===== src/rtl/i2f_pkg.sv =====
package i2f_pkg;
  localparam int DATA_W   = 64;
  localparam int DP_MANT  = 53;
  localparam int SP_MANT  = 24;
  localparam int DP_EXP_W = 11;
  localparam int DP_BIAS  = 1023;
  localparam int LZ_W     = $clog2(DATA_W) + 1;

  typedef enum logic [1:0] {
    RM_NEAR_EVEN = 2'b00,
    RM_ZERO      = 2'b01,
    RM_POS_INF   = 2'b10,
    RM_NEG_INF   = 2'b11
  } rmode_e;

  localparam logic [4:0] CLS_POS_ZERO = 5'b00010;
  localparam logic [4:0] CLS_POS_NORM = 5'b00100;
  localparam logic [4:0] CLS_NEG_NORM = 5'b01000;
endpackage


===== src/rtl/i2f_operand.sv =====
module i2f_operand
  import i2f_pkg::*;
(
  input  logic [DATA_W-1:0] operand_i,
  input  logic [1:0]        itype_i,
  output logic              sign_o,
  output logic [DATA_W-1:0] mag_o
);
  localparam int HALF_W = DATA_W / 2;
  logic [DATA_W-1:0] ext;
  logic              is_signed;

  always_comb begin
    is_signed = ~itype_i[0];
    if (itype_i[1]) ext = operand_i;
    else if (is_signed) ext = {{HALF_W{operand_i[HALF_W-1]}}, operand_i[HALF_W-1:0]};
    else ext = {{HALF_W{1'b0}}, operand_i[HALF_W-1:0]};
    sign_o = is_signed & ext[DATA_W-1];
    mag_o  = sign_o ? (~ext + 1'b1) : ext;
  end
endmodule


===== src/rtl/i2f_normalize.sv =====
module i2f_normalize
  import i2f_pkg::*;
(
  input  logic [DATA_W-1:0] mag_i,
  output logic [LZ_W-1:0]   lz_o,
  output logic [DATA_W-1:0] norm_o,
  output logic              zero_o
);
  always_comb begin
    lz_o = LZ_W'(DATA_W);
    for (int i = 0; i < DATA_W; i++)
      if (mag_i[i]) lz_o = LZ_W'(DATA_W - 1 - i);
    zero_o = (mag_i == '0);
    norm_o = zero_o ? '0 : (mag_i << lz_o);
  end
endmodule


===== src/rtl/i2f_round.sv =====
module i2f_round
  import i2f_pkg::*;
#(
  parameter int MANT_W = DP_MANT
) (
  input  logic [DATA_W-1:0] norm_i,
  input  logic              sign_i,
  input  logic [1:0]        rmode_i,
  output logic [MANT_W-2:0] frac_o,
  output logic              carry_o,
  output logic              up_o,
  output logic              inexact_o
);
  localparam int TAIL_W = DATA_W - MANT_W;
  logic [MANT_W-1:0] mant;
  logic [TAIL_W-1:0] tail;
  logic              guard, sticky;
  logic [MANT_W:0]   sum;

  always_comb begin
    mant      = norm_i[DATA_W-1 -: MANT_W];
    tail      = norm_i[TAIL_W-1:0];
    guard     = tail[TAIL_W-1];
    sticky    = |(tail << 1);
    inexact_o = guard | sticky;
    unique case (rmode_e'(rmode_i))
      RM_NEAR_EVEN: up_o = guard & (sticky | mant[0]);
      RM_ZERO:      up_o = 1'b0;
      RM_POS_INF:   up_o = inexact_o & ~sign_i;
      RM_NEG_INF:   up_o = inexact_o & sign_i;
      default:      up_o = 1'b0;
    endcase
    sum     = {1'b0, mant} + (MANT_W+1)'(up_o);
    carry_o = sum[MANT_W];
    // on carry the mantissa wraps to 1.000..., so the fraction is zero
    frac_o  = carry_o ? '0 : sum[MANT_W-2:0];
  end
endmodule


===== src/rtl/i2f_convert.sv =====
module i2f_convert
  import i2f_pkg::*;
(
  input  logic              clk_i,
  input  logic              rst_ni,
  input  logic              valid_i,
  input  logic [63:0]       operand_i,
  input  logic [1:0]        itype_i,
  input  logic              single_i,
  input  logic [1:0]        rmode_i,
  output logic [63:0]       result_o,
  output logic [4:0]        class_o,
  output logic              rnd_up_o,
  output logic              inexact_o,
  output logic              sticky_inexact_o,
  output logic              summary_o
);
  localparam int PAD_W   = DP_MANT - SP_MANT;
  localparam int EXP_TOP = DP_BIAS + DATA_W - 1;

  logic              sign, zero, exact_path;
  logic [DATA_W-1:0] mag, norm;
  logic [LZ_W-1:0]   lz;

  logic [DP_MANT-2:0] dp_frac;
  logic [SP_MANT-2:0] sp_frac;
  logic dp_carry, dp_up, dp_inx, sp_carry, sp_up, sp_inx;

  logic [DP_MANT-2:0]  frac_sel;
  logic                carry_sel, up_sel, inx_sel;
  logic [DP_EXP_W-1:0] exp_b;
  logic [DATA_W-1:0]   result_d;
  logic [4:0]          class_d;

  i2f_operand u_operand (.operand_i(operand_i), .itype_i(itype_i), .sign_o(sign), .mag_o(mag));
  i2f_normalize u_norm (.mag_i(mag), .lz_o(lz), .norm_o(norm), .zero_o(zero));

  i2f_round #(.MANT_W(DP_MANT)) u_round_dp (
    .norm_i(norm), .sign_i(sign), .rmode_i(rmode_i),
    .frac_o(dp_frac), .carry_o(dp_carry), .up_o(dp_up), .inexact_o(dp_inx));
  i2f_round #(.MANT_W(SP_MANT)) u_round_sp (
    .norm_i(norm), .sign_i(sign), .rmode_i(rmode_i),
    .frac_o(sp_frac), .carry_o(sp_carry), .up_o(sp_up), .inexact_o(sp_inx));

  always_comb begin
    exact_path = ~itype_i[1] & ~single_i;
    if (single_i) begin
      frac_sel  = {sp_frac, {PAD_W{1'b0}}};
      carry_sel = sp_carry;
      up_sel    = sp_up;
      inx_sel   = sp_inx;
    end else begin
      frac_sel  = dp_frac;
      carry_sel = dp_carry;
      up_sel    = dp_up;
      inx_sel   = dp_inx;
    end
    exp_b    = DP_EXP_W'(EXP_TOP) - DP_EXP_W'(lz) + DP_EXP_W'(carry_sel);
    result_d = zero ? '0 : {sign, exp_b, frac_sel};
    class_d  = zero ? CLS_POS_ZERO : (sign ? CLS_NEG_NORM : CLS_POS_NORM);
  end

  always_ff @(posedge clk_i or negedge rst_ni) begin
    if (!rst_ni) begin
      result_o         <= '0;
      class_o          <= '0;
      rnd_up_o         <= 1'b0;
      inexact_o        <= 1'b0;
      sticky_inexact_o <= 1'b0;
      summary_o        <= 1'b0;
    end else if (valid_i) begin
      result_o <= result_d;
      if (!exact_path) begin
        class_o          <= class_d;
        rnd_up_o         <= up_sel;
        inexact_o        <= inx_sel;
        sticky_inexact_o <= sticky_inexact_o | inx_sel;
        if (inx_sel && !sticky_inexact_o) summary_o <= 1'b1;
      end
    end
  end

  a_r2_exact_keeps_status: assert property (@(posedge clk_i) disable iff (!rst_ni)
    (valid_i && !itype_i[1] && !single_i) |=>
      ($stable(class_o) && $stable(rnd_up_o) && $stable(inexact_o) &&
       $stable(sticky_inexact_o) && $stable(summary_o)));

  a_r4_single_padded: assert property (@(posedge clk_i) disable iff (!rst_ni)
    (valid_i && single_i) |=> (result_o[PAD_W-1:0] == '0));

  a_r5_up_implies_inexact: assert property (@(posedge clk_i) disable iff (!rst_ni)
    rnd_up_o |-> inexact_o);

  a_r6_sticky_holds: assert property (@(posedge clk_i) disable iff (!rst_ni)
    sticky_inexact_o |=> sticky_inexact_o);

  a_r7_summary_on_rise: assert property (@(posedge clk_i) disable iff (!rst_ni)
    $rose(sticky_inexact_o) |-> summary_o);

  a_r7_summary_holds: assert property (@(posedge clk_i) disable iff (!rst_ni)
    summary_o |=> summary_o);

  a_r10_hold_idle: assert property (@(posedge clk_i) disable iff (!rst_ni)
    !valid_i |=> ($stable(result_o) && $stable(class_o)));
endmodule


===== config.mk =====
export PLATFORM = sky130hd
export DESIGN_NAME = i2f_convert
export DESIGN_NICKNAME = d
export VERILOG_FILES = /design/src/rtl/i2f_pkg.sv /design/src/rtl/i2f_operand.sv /design/src/rtl/i2f_normalize.sv /design/src/rtl/i2f_round.sv /design/src/rtl/i2f_convert.sv
export SDC_FILE = /design/constraint.sdc
export NUM_CORES = 1
export LEC_CHECK = 0
export BUFFER_PORTS_ARGS = -buffer_cell sky130_fd_sc_hd__buf_2
export CORE_MARGIN = 1
export CORE_UTILIZATION = 30
export CTS_CLUSTER_DIAMETER = 120
export DETAILED_ROUTE_END_ITERATION = 10
export SYNTH_ARGS = -nofsm -noshare
export SYNTH_HDL_FRONTEND = slang
export SYNTH_SLANG_ARGS = --single-unit
export TNS_END_PERCENT = 1

===== constraint.sdc =====
create_clock -name clk_i -period 0.9 [get_ports clk_i]
set_input_delay 0.09 -clock clk_i [delete_from_list [all_inputs] [get_ports clk_i]]
set_output_delay 0.09 -clock clk_i [all_outputs]
set_load 0.01 [all_outputs]

==> impl_metrics.csv, run 1 <==
group,metric,value,unit
logic_synthesis,ys_warn_count,0,
sta,fin_crit_sh,829,%
place,dpl.hpwl,90100,um
logic_synthesis,synth_top_area_share,11.2,%
place,io_buffers,142,
detailed_routing,wl_per_cell,26.8,um
clock_tree,clk_pin_slew_worst_paths,70,ps
pwr,p_int,22800,uW
cells_and_area,multiInputGateArea,14600,um2
logic_synthesis,synth_edf_count,0,
detailed_routing,drt-total-wl,109000,um
run_status,status,"finished, violations left",
setup_path,cp_common_cell,"buf_4",
logic_synthesis,synth_adder_area_share,0.630,%
place,gp_congestion,1.03,
floorplan,start_util,30.7,%
detailed_routing,ant_nets,0,
sta,hold_viol_final,0,
logic_synthesis,synth_compound_area_share,37.5,%
logic_synthesis,netlist.top_cell.by_area,"dfrtp_1",
run_status,violations,"negative setup slack",
setup_path,cp_max_fo,7,
logic_synthesis,synth_common_cells,"nand2_1, nor2_1, a21oi_1",
setup_path,crit_start,"operand_i[0]",
cells_and_area,drive_above_1_share,50.4,%
setup_path,cpPeakStageDelay,360,ps
clock_tree,cts_tree,"yes",
sta,slew_violations,0,
clock_tree,cts.sinks,71,
run,maxCapViolCount,0,
sta,setup_viol_count_final,142,
clock_tree,cts_max_level,3,
global_routing,grt_max_degree,57,
setup_path,worstSetupStartpointType,"primary input",
sta,min_period,7460,ps
pwr,ir_drop,1.03,mV
clock_tree,ctsRootBufferMaster,"clkbuf_16",
sta,fmax,0.134,GHz
cells_and_area,syn_to_final_growth,76.5,%
clock_tree,cts_buffers,9,
pwr,switching_power,22500,uW
sta,fin_setup_tns,-430200,ps
detailed_routing,num_vias,24900,
floorplan,rows,83,
pwr,finalPower,45300,uW
setup_path,r2r_slack,-20,ps
logic_synthesis,synth_xor_area_share,6.89,%
cells_and_area,n_antenna_cell,0,
setup_path,cp_data_required_time,1170,ps
global_routing,grt_pass1_vias,24100,
worst_hold_path,hold_class,"primary input to asynchronous set/reset pin",
global_routing,grt-ovfl-total,0,
setup_path,cp-end-kind,"register",
detailed_routing,drtIter0Drc,2685,
sta,relSlewSlack,46.9,%
sta,worst_slack,-6560,ps
setup_path,r2r.worst_path.cells,2,
logic_synthesis,synth_seq_area_share,11.2,%
cells_and_area,layout.area.seq,1780,um2
setup_path,critical_path_arrival,7740,ps
logic_synthesis,synth.area.top_cells,"dfrtp_1, mux2i_1, nand2_1, a21oi_1, xnor2_1",
setup_path,critPathKind,"primary input to register",
logic_synthesis,synth-seq-cells,71,
logic_synthesis,synthMuxAreaShare,7.58,%
pwr,leakage,0.0122,uW
detailed_routing,drc,0,
cells_and_area,fin_nets,3471,
pwr,powerDensity,1610,nW/um2
logic_synthesis,synth_top_family_by_area,"compound AO/OA/AOI/OAI gates",
floorplan,die_x,232,um
floorplan,coreArea,51800,um2
detailed_routing,vias_per_cell,6.11,
logic_synthesis,synth_most_common_cell,"nand2_1",
sta,rsz0062_at_grt,"true",
detailed_routing,firstDrtPassIters,5,
floorplan,pin_count,145,
floorplan,dieArea,53900,um2
setup_path,critPathSlowestCell,"nor4_4",
pwr,p_sw_share,49.6,%
clock_tree,clockBufferDepth,2,
logic_synthesis,synth_area_per_cell,7.17,um2
logic_synthesis,synth_ff_type,"dfrtp_1",
place,pre_cts_ws,-7510,ps
setup_path,crit_end,"result_o[30]",
logic_synthesis,synthSimpleGateAreaFrac,29.6,%
pwr,power_frac_comb,81.8,%
sta,tightest_slew,776,ps
pwr,p_seq_share,10.0,%
setup_path,worstReg2RegStart,"rnd_up_o",
logic_synthesis,synthArstFlopShare,100,%
floorplan,die_h,232,um
clock_tree,clock_latency,350,ps
setup_path,rr_endpoint,"rnd_up_o",
cells_and_area,fill_cells,5011,
sta,finClkSkew,0.0169,ps
global_routing,grt_pass1_wl,159000,um
logic_synthesis,syn_inst,2216,
pwr,pwr-share-clk,8.2,%
logic_synthesis,ys_types,122,
logic_synthesis,synth_area,15900,um2
global_routing,grtUsageTotal,39.5,%
global_routing,antenna_found_initial,1,
area by class of cell:
cell class	count	area share (%)
clock inverters	6	0.250
well taps	680	3.03
inverters	32	0.517
clock buffers	10	0.816
repair buffers	1340	36.9
flip-flops and latches	71	6.33
multi-input cells	1936	52.1
repair inverters	1	0.0401
power by group through the flow:
stage                     Sequential, uW  Clock, uW  Combinational, uW
after floorplan                     4780          0              14000
after global placement              4490          0              32800
after detailed placement            4500          0              32700
after CTS                           4500       3720              35100
after global routing                4590       3860              38600
final                               4520       3710              37100
cell usage in the layout (no fill, tap or decap), drive strengths merged, types with 21 or more instances in the layout:
cell     netlist  final
a31oi         30     30
or2           21     21
nand2        209    209
o32ai         22     22
o221ai        23     23
o211ai        59     59
nand4         50     50
a21oi        160    160
mux2i         88     88
nor4          56     56
and3          22     22
nand3         90     90
nor3         110    110
mux2          25     25
xor2          45     45
o2bb2ai       46     46
o31ai         35     35
dfrtp         71     71
xnor2         80     80
o22ai         44     44
a211oi        75     75
nor2         178    178
o21ai        123    123
inv           31     33
or3           24     24
buf          100   1338
through the flow:
step / hold WS [ps] / utilization, % / std cells / area (um2)
2_1_floorplan: -206 / - / 2217 / 16100
3_5_place_dp: -29.2 / 48.4 / 3943 / 25100
5_1_grt: 156 / 54.1 / 4076 / 28100
6_report: 148 / 54.1 / 4076 / 28100
4_1_cts: 141 / 52.5 / 4041 / 27200
3_3_place_gp: -28.7 / 48.4 / 3943 / 25100
layer usage:
metal | routed length (um) | global-route usage [%]
met5 | 9 | 0
met1 | 48500 | 55.2
met3 | 10000 | 8.07
met4 | 3280 | 10.5
met2 | 47500 | 60.8
worst max-delay path: cells and delay by family:
kind | cells | cell delay, ps
compound gates | 8 | 1550
xor+xnor | 2 | 500
fa+ha+maj | 2 | 420
buf+inv | 11 | 1710
mux | 3 | 740
simple gates | 11 | 2720
worst min-delay path by stage:
stage	to	startpoint
CTS	result_o[48]	rst_ni
global placement	result_o[48]	rst_ni
global route	result_o[48]	rst_ni
detailed placement	result_o[48]	rst_ni
finish	result_o[39]	rst_ni
floorplan	class_o[1]	rst_ni
state kept, by name, indices dropped and copies added (netlist names):
name and flops:
inexact_o 1, result_o 64, rnd_up_o 1, summary_o 1, class_o 3, sticky_inexact_o 1
logic make-up after synthesis:
kind of cell             after synthesis
adder cells (fa/ha/maj)                8
buffers and inverters                212
AO/OA/AOI/OAI                        817
XOR/XNOR                             125
flip-flops                            71
multiplexers                         114
other                                  1
AND/OR/NAND/NOR                      868
what timing repair did:
action,4_1_cts,5_1_grt
gates resized for setup,243,118
buffers inserted,80,36
endpoints found under the setup margin,142,142
hold buffers,1,0
gates cloned,4,1
endpoints found under the hold margin,71,0
pin swaps,105,79
Power figures use the tool's default switching activity.
==> inputs of run 2 (changes only) <==
Settings changed: ABC_AREA from default to 1, CORE_UTILIZATION 30 to 45, SLEW_MARGIN from default to 10.
==> run 2 against run 1 <==
Effect of this change:
- the flow still finishes with violations (negative setup slack)
- via count shrank 26%
- setup slack gained 86 ps
- routed wire length shrank 49%
- critical endpoint is now result_o[62]
- clock skew is essentially flat
- combinational power shrank 26%
- final cell count shrank 16%
- synthesized cell count grew 6.4%
- maximum frequency grew 1.2%
- die area shrank 46%
- final area shrank 31%
- highest routed layer is now met4
- global-route usage shrank 1.7 points
- hold slack lost 32 ps
==> impl_metrics.csv, run 2 <==
group,metric,value,unit
logic_synthesis,synthArstFlopShare,100,%
sta,tightest_slew,561,ps
clock_tree,clockBufferDepth,2,
cells_and_area,largestRegisters,"result_o: 64 flops, class_o: 3 flops",
logic_synthesis,ys_warn_count,0,
run_status,status,"finished, violations left",
floorplan,pin_count,145,
clock_tree,ctsRootBufferMaster,"clkbuf_16",
logic_synthesis,netlist.top_cell.by_area,"nand2_1",
place,io_buffers,142,
cells_and_area,fill_cells,2561,
logic_synthesis,synth-seq-cells,71,
pwr,ir_drop,1.32,mV
cells_and_area,mostFrequentLayoutCells,"nand2_1, buf_4, nand3_1, inv_1, nor2_1",
global_routing,use_met1,52.0,%
global_routing,antenna_found_initial,0,
clock_tree,cts_max_level,3,
floorplan,coreArea,27800,um2
clock_tree,clock_latency,340,ps
setup_path,crit_end,"result_o[62]",
sta,fin_setup_tns,-421010,ps
logic_synthesis,synth_most_common_cell,"nand2_1",
detailed_routing,drt-total-wl,55800,um
detailed_routing,drtIter0Drc,1933,
setup_path,critPathSlowestCell,"or4_4",
detailed_routing,vias_per_cell,5.40,
setup_path,rr_endpoint,"result_o[55]",
global_routing,grtUsageTotal,37.8,%
logic_synthesis,synth_area,12700,um2
setup_path,cpPeakStageDelay,470,ps
setup_path,worstSetupStartpointType,"primary input",
place,dpl.hpwl,44900,um
setup_path,critical_path_arrival,7610,ps
cells_and_area,fin_nets,3105,
clock_tree,cts_tree,"yes",
sta,fmax,0.136,GHz
logic_synthesis,synth_edf_count,0,
global_routing,grt_max_degree,72,
setup_path,cp-end-kind,"register",
sta,hold_viol_final,0,
setup_path,cp_data_required_time,1130,ps
sta,rsz0062_at_grt,"true",
detailed_routing,ant_nets,0,
cells_and_area,final_common_cell,"nand2_1",
cells_and_area,drive_above_1_share,34.6,%
global_routing,met3_usage,7.37,%
sta,relSlewSlack,62.6,%
logic_synthesis,synth_seq_area_share,14.0,%
global_routing,met2_usage,59.6,%
place,dp.cells,3380,
logic_synthesis,syn_inst,2358,
pwr,leakage,0.0104,uW
clock_tree,clk_pin_slew_worst_paths,60,ps
place,gp_congestion,1.04,
logic_synthesis,synth_area_per_cell,5.40,um2
logic_synthesis,synth.area.top_cells,"nand2_1, nand3_1, dfrtp_1, inv_1, nor2_1",
setup_path,r2r_slack,150,ps
clock_tree,cts_buffers,9,
pwr,powerDensity,1830,nW/um2
global_routing,grt-busiest-layer,"met2",
detailed_routing,num_vias,18400,
cells_and_area,largest-register,"result_o",
detailed_routing,firstDrtPassIters,8,
cells_and_area,fin_util,70.2,%
logic_synthesis,ys_types,53,
run_status,violations,"negative setup slack",
logic_synthesis,synth_ff_type,"dfrtp_1",
clock_tree,cts.sinks,71,
setup_path,cp_max_fo,15,
cells_and_area,layout.cells.non_filler,3406,
sta,fin_crit_sh,820,%
cells_and_area,n_antenna_cell,0,
global_routing,grt_pass1_wl,86400,um
setup_path,cp_common_cell,"nand2_1",
cells_and_area,largest_register_ffs,64,
global_routing,grt-ovfl-total,0,
sta,worst_slack,-6480,ps
floorplan,rows,61,
detailed_routing,wl_per_cell,16.4,um
setup_path,critPathKind,"primary input to register",
global_routing,grt_pass1_vias,17100,
cells_and_area,layout.area.seq,1780,um2
logic_synthesis,synth_common_cells,"nand2_1, nand3_1, inv_1",
floorplan,start_util,45.8,%
sta,finClkSkew,0.108,ps
sta,slew_violations,0,
cells_and_area,multiInputGateArea,10300,um2
detailed_routing,drc,0,
floorplan,die_x,170,um
floorplan,dieArea,29000,um2
setup_path,crit_start,"operand_i[3]",
setup_path,worstReg2RegStart,"result_o[55]",
worst_hold_path,hold_class,"primary input to register",
sta,min_period,7380,ps
setup_path,r2r.worst_path.cells,1,
logic_synthesis,synth_top_area_share,22.6,%
run,maxCapViolCount,0,
floorplan,die_h,170,um
cells_and_area,syn_to_final_growth,53.1,%
sta,setup_viol_count_final,142,
[run 2: changes by cell type in the layout (fill, tap and decap cells not counted), moves of 69 or more]
cell     delta
a21oi_1   -122
buf_4     -533
inv_1     +180
mux2i_1    -73
nand2_1   +549
nand3_1   +401
nand3_2    +69
nor3_1     -71
[run 2: metrics by stage]
stage               total power, uW  hold WS (ps)  setup WS [ps]  cell area, um2
global placement              29300           126          -6700           18300
CTS                           33900           120          -6480           18900
detailed placement            29600           134          -6930           18300
global route                  38200           138          -7240           19500
finish                        35700           116          -6480           19500
floorplan                     18100          -206          -5830           12900
[run 2: report_power, final]
| group | internal [uW] | leakage (uW) | switching, uW |
|---|---|---|---|
| Clock | 2190 | 0.000140 | 1560 |
| Sequential | 3950 | 0.000877 | 439 |
| Combinational | 11600 | 0.00939 | 16000 |
| Total | 17700 | 0.0104 | 18000 |
[run 2: cell type report]
| class | count | area share, % |
|---|---|---|
| clock buffers | 10 | 1.23 |
| inverters | 236 | 4.65 |
| well taps | 378 | 2.43 |
| repair buffers | 762 | 29.5 |
| multi-input cells | 1945 | 52.9 |
| clock inverters | 4 | 0.244 |
| flip-flops and latches | 71 | 9.11 |
[run 2: worst max-delay path, delay by kind of cell]
kind            cells  cell delay, ps
xor+xnor            1             180
simple gates       63            5510
compound gates      3             420
buf+inv             7             750
fa+ha+maj           4             620
[run 2: worst min path at each step]
stage	cells past startpoint	slack (ps)	from	end
3_5_place_dp	2	130	rst_ni	result_o[20]
5_1_grt	4	140	valid_i	result_o[33]
2_1_floorplan	0	-210	rst_ni	class_o[1]
6_report	4	120	valid_i	result_o[33]
3_3_place_gp	2	130	rst_ni	result_o[20]
4_1_cts	4	120	valid_i	result_o[33]
[run 2: logic make-up (layout without fill, tap and decap cells)]
| logic type | Yosys count | count (layout) | synth area share, % |
|---|---|---|---|
| buf+inv | 344 | 1012 | 11.3 |
| xor+xnor | 99 | 99 | 7.05 |
| simple gates | 1686 | 1687 | 60.0 |
| compound gates | 149 | 149 | 6.88 |
| flops | 71 | 71 | 14.0 |
| fa+ha+maj | 8 | 8 | 0.786 |
| other cells | 1 | 2 | 0.0294 |
[run 2: routing by layer]
metal	wire, um	vias up
met2	24100	824
met4	1570	0
met1	24900	8459
met5	0	-
met3	5180	118
li1	-	8983
[run 2: timing repair]
item	CTS	global route
gates resized for setup	68	89
setup endpoints to repair	142	142
buffers inserted	0	7
hold buffers	1	0
pin swaps	7	15
cloned	0	4
hold endpoints to repair	71	0
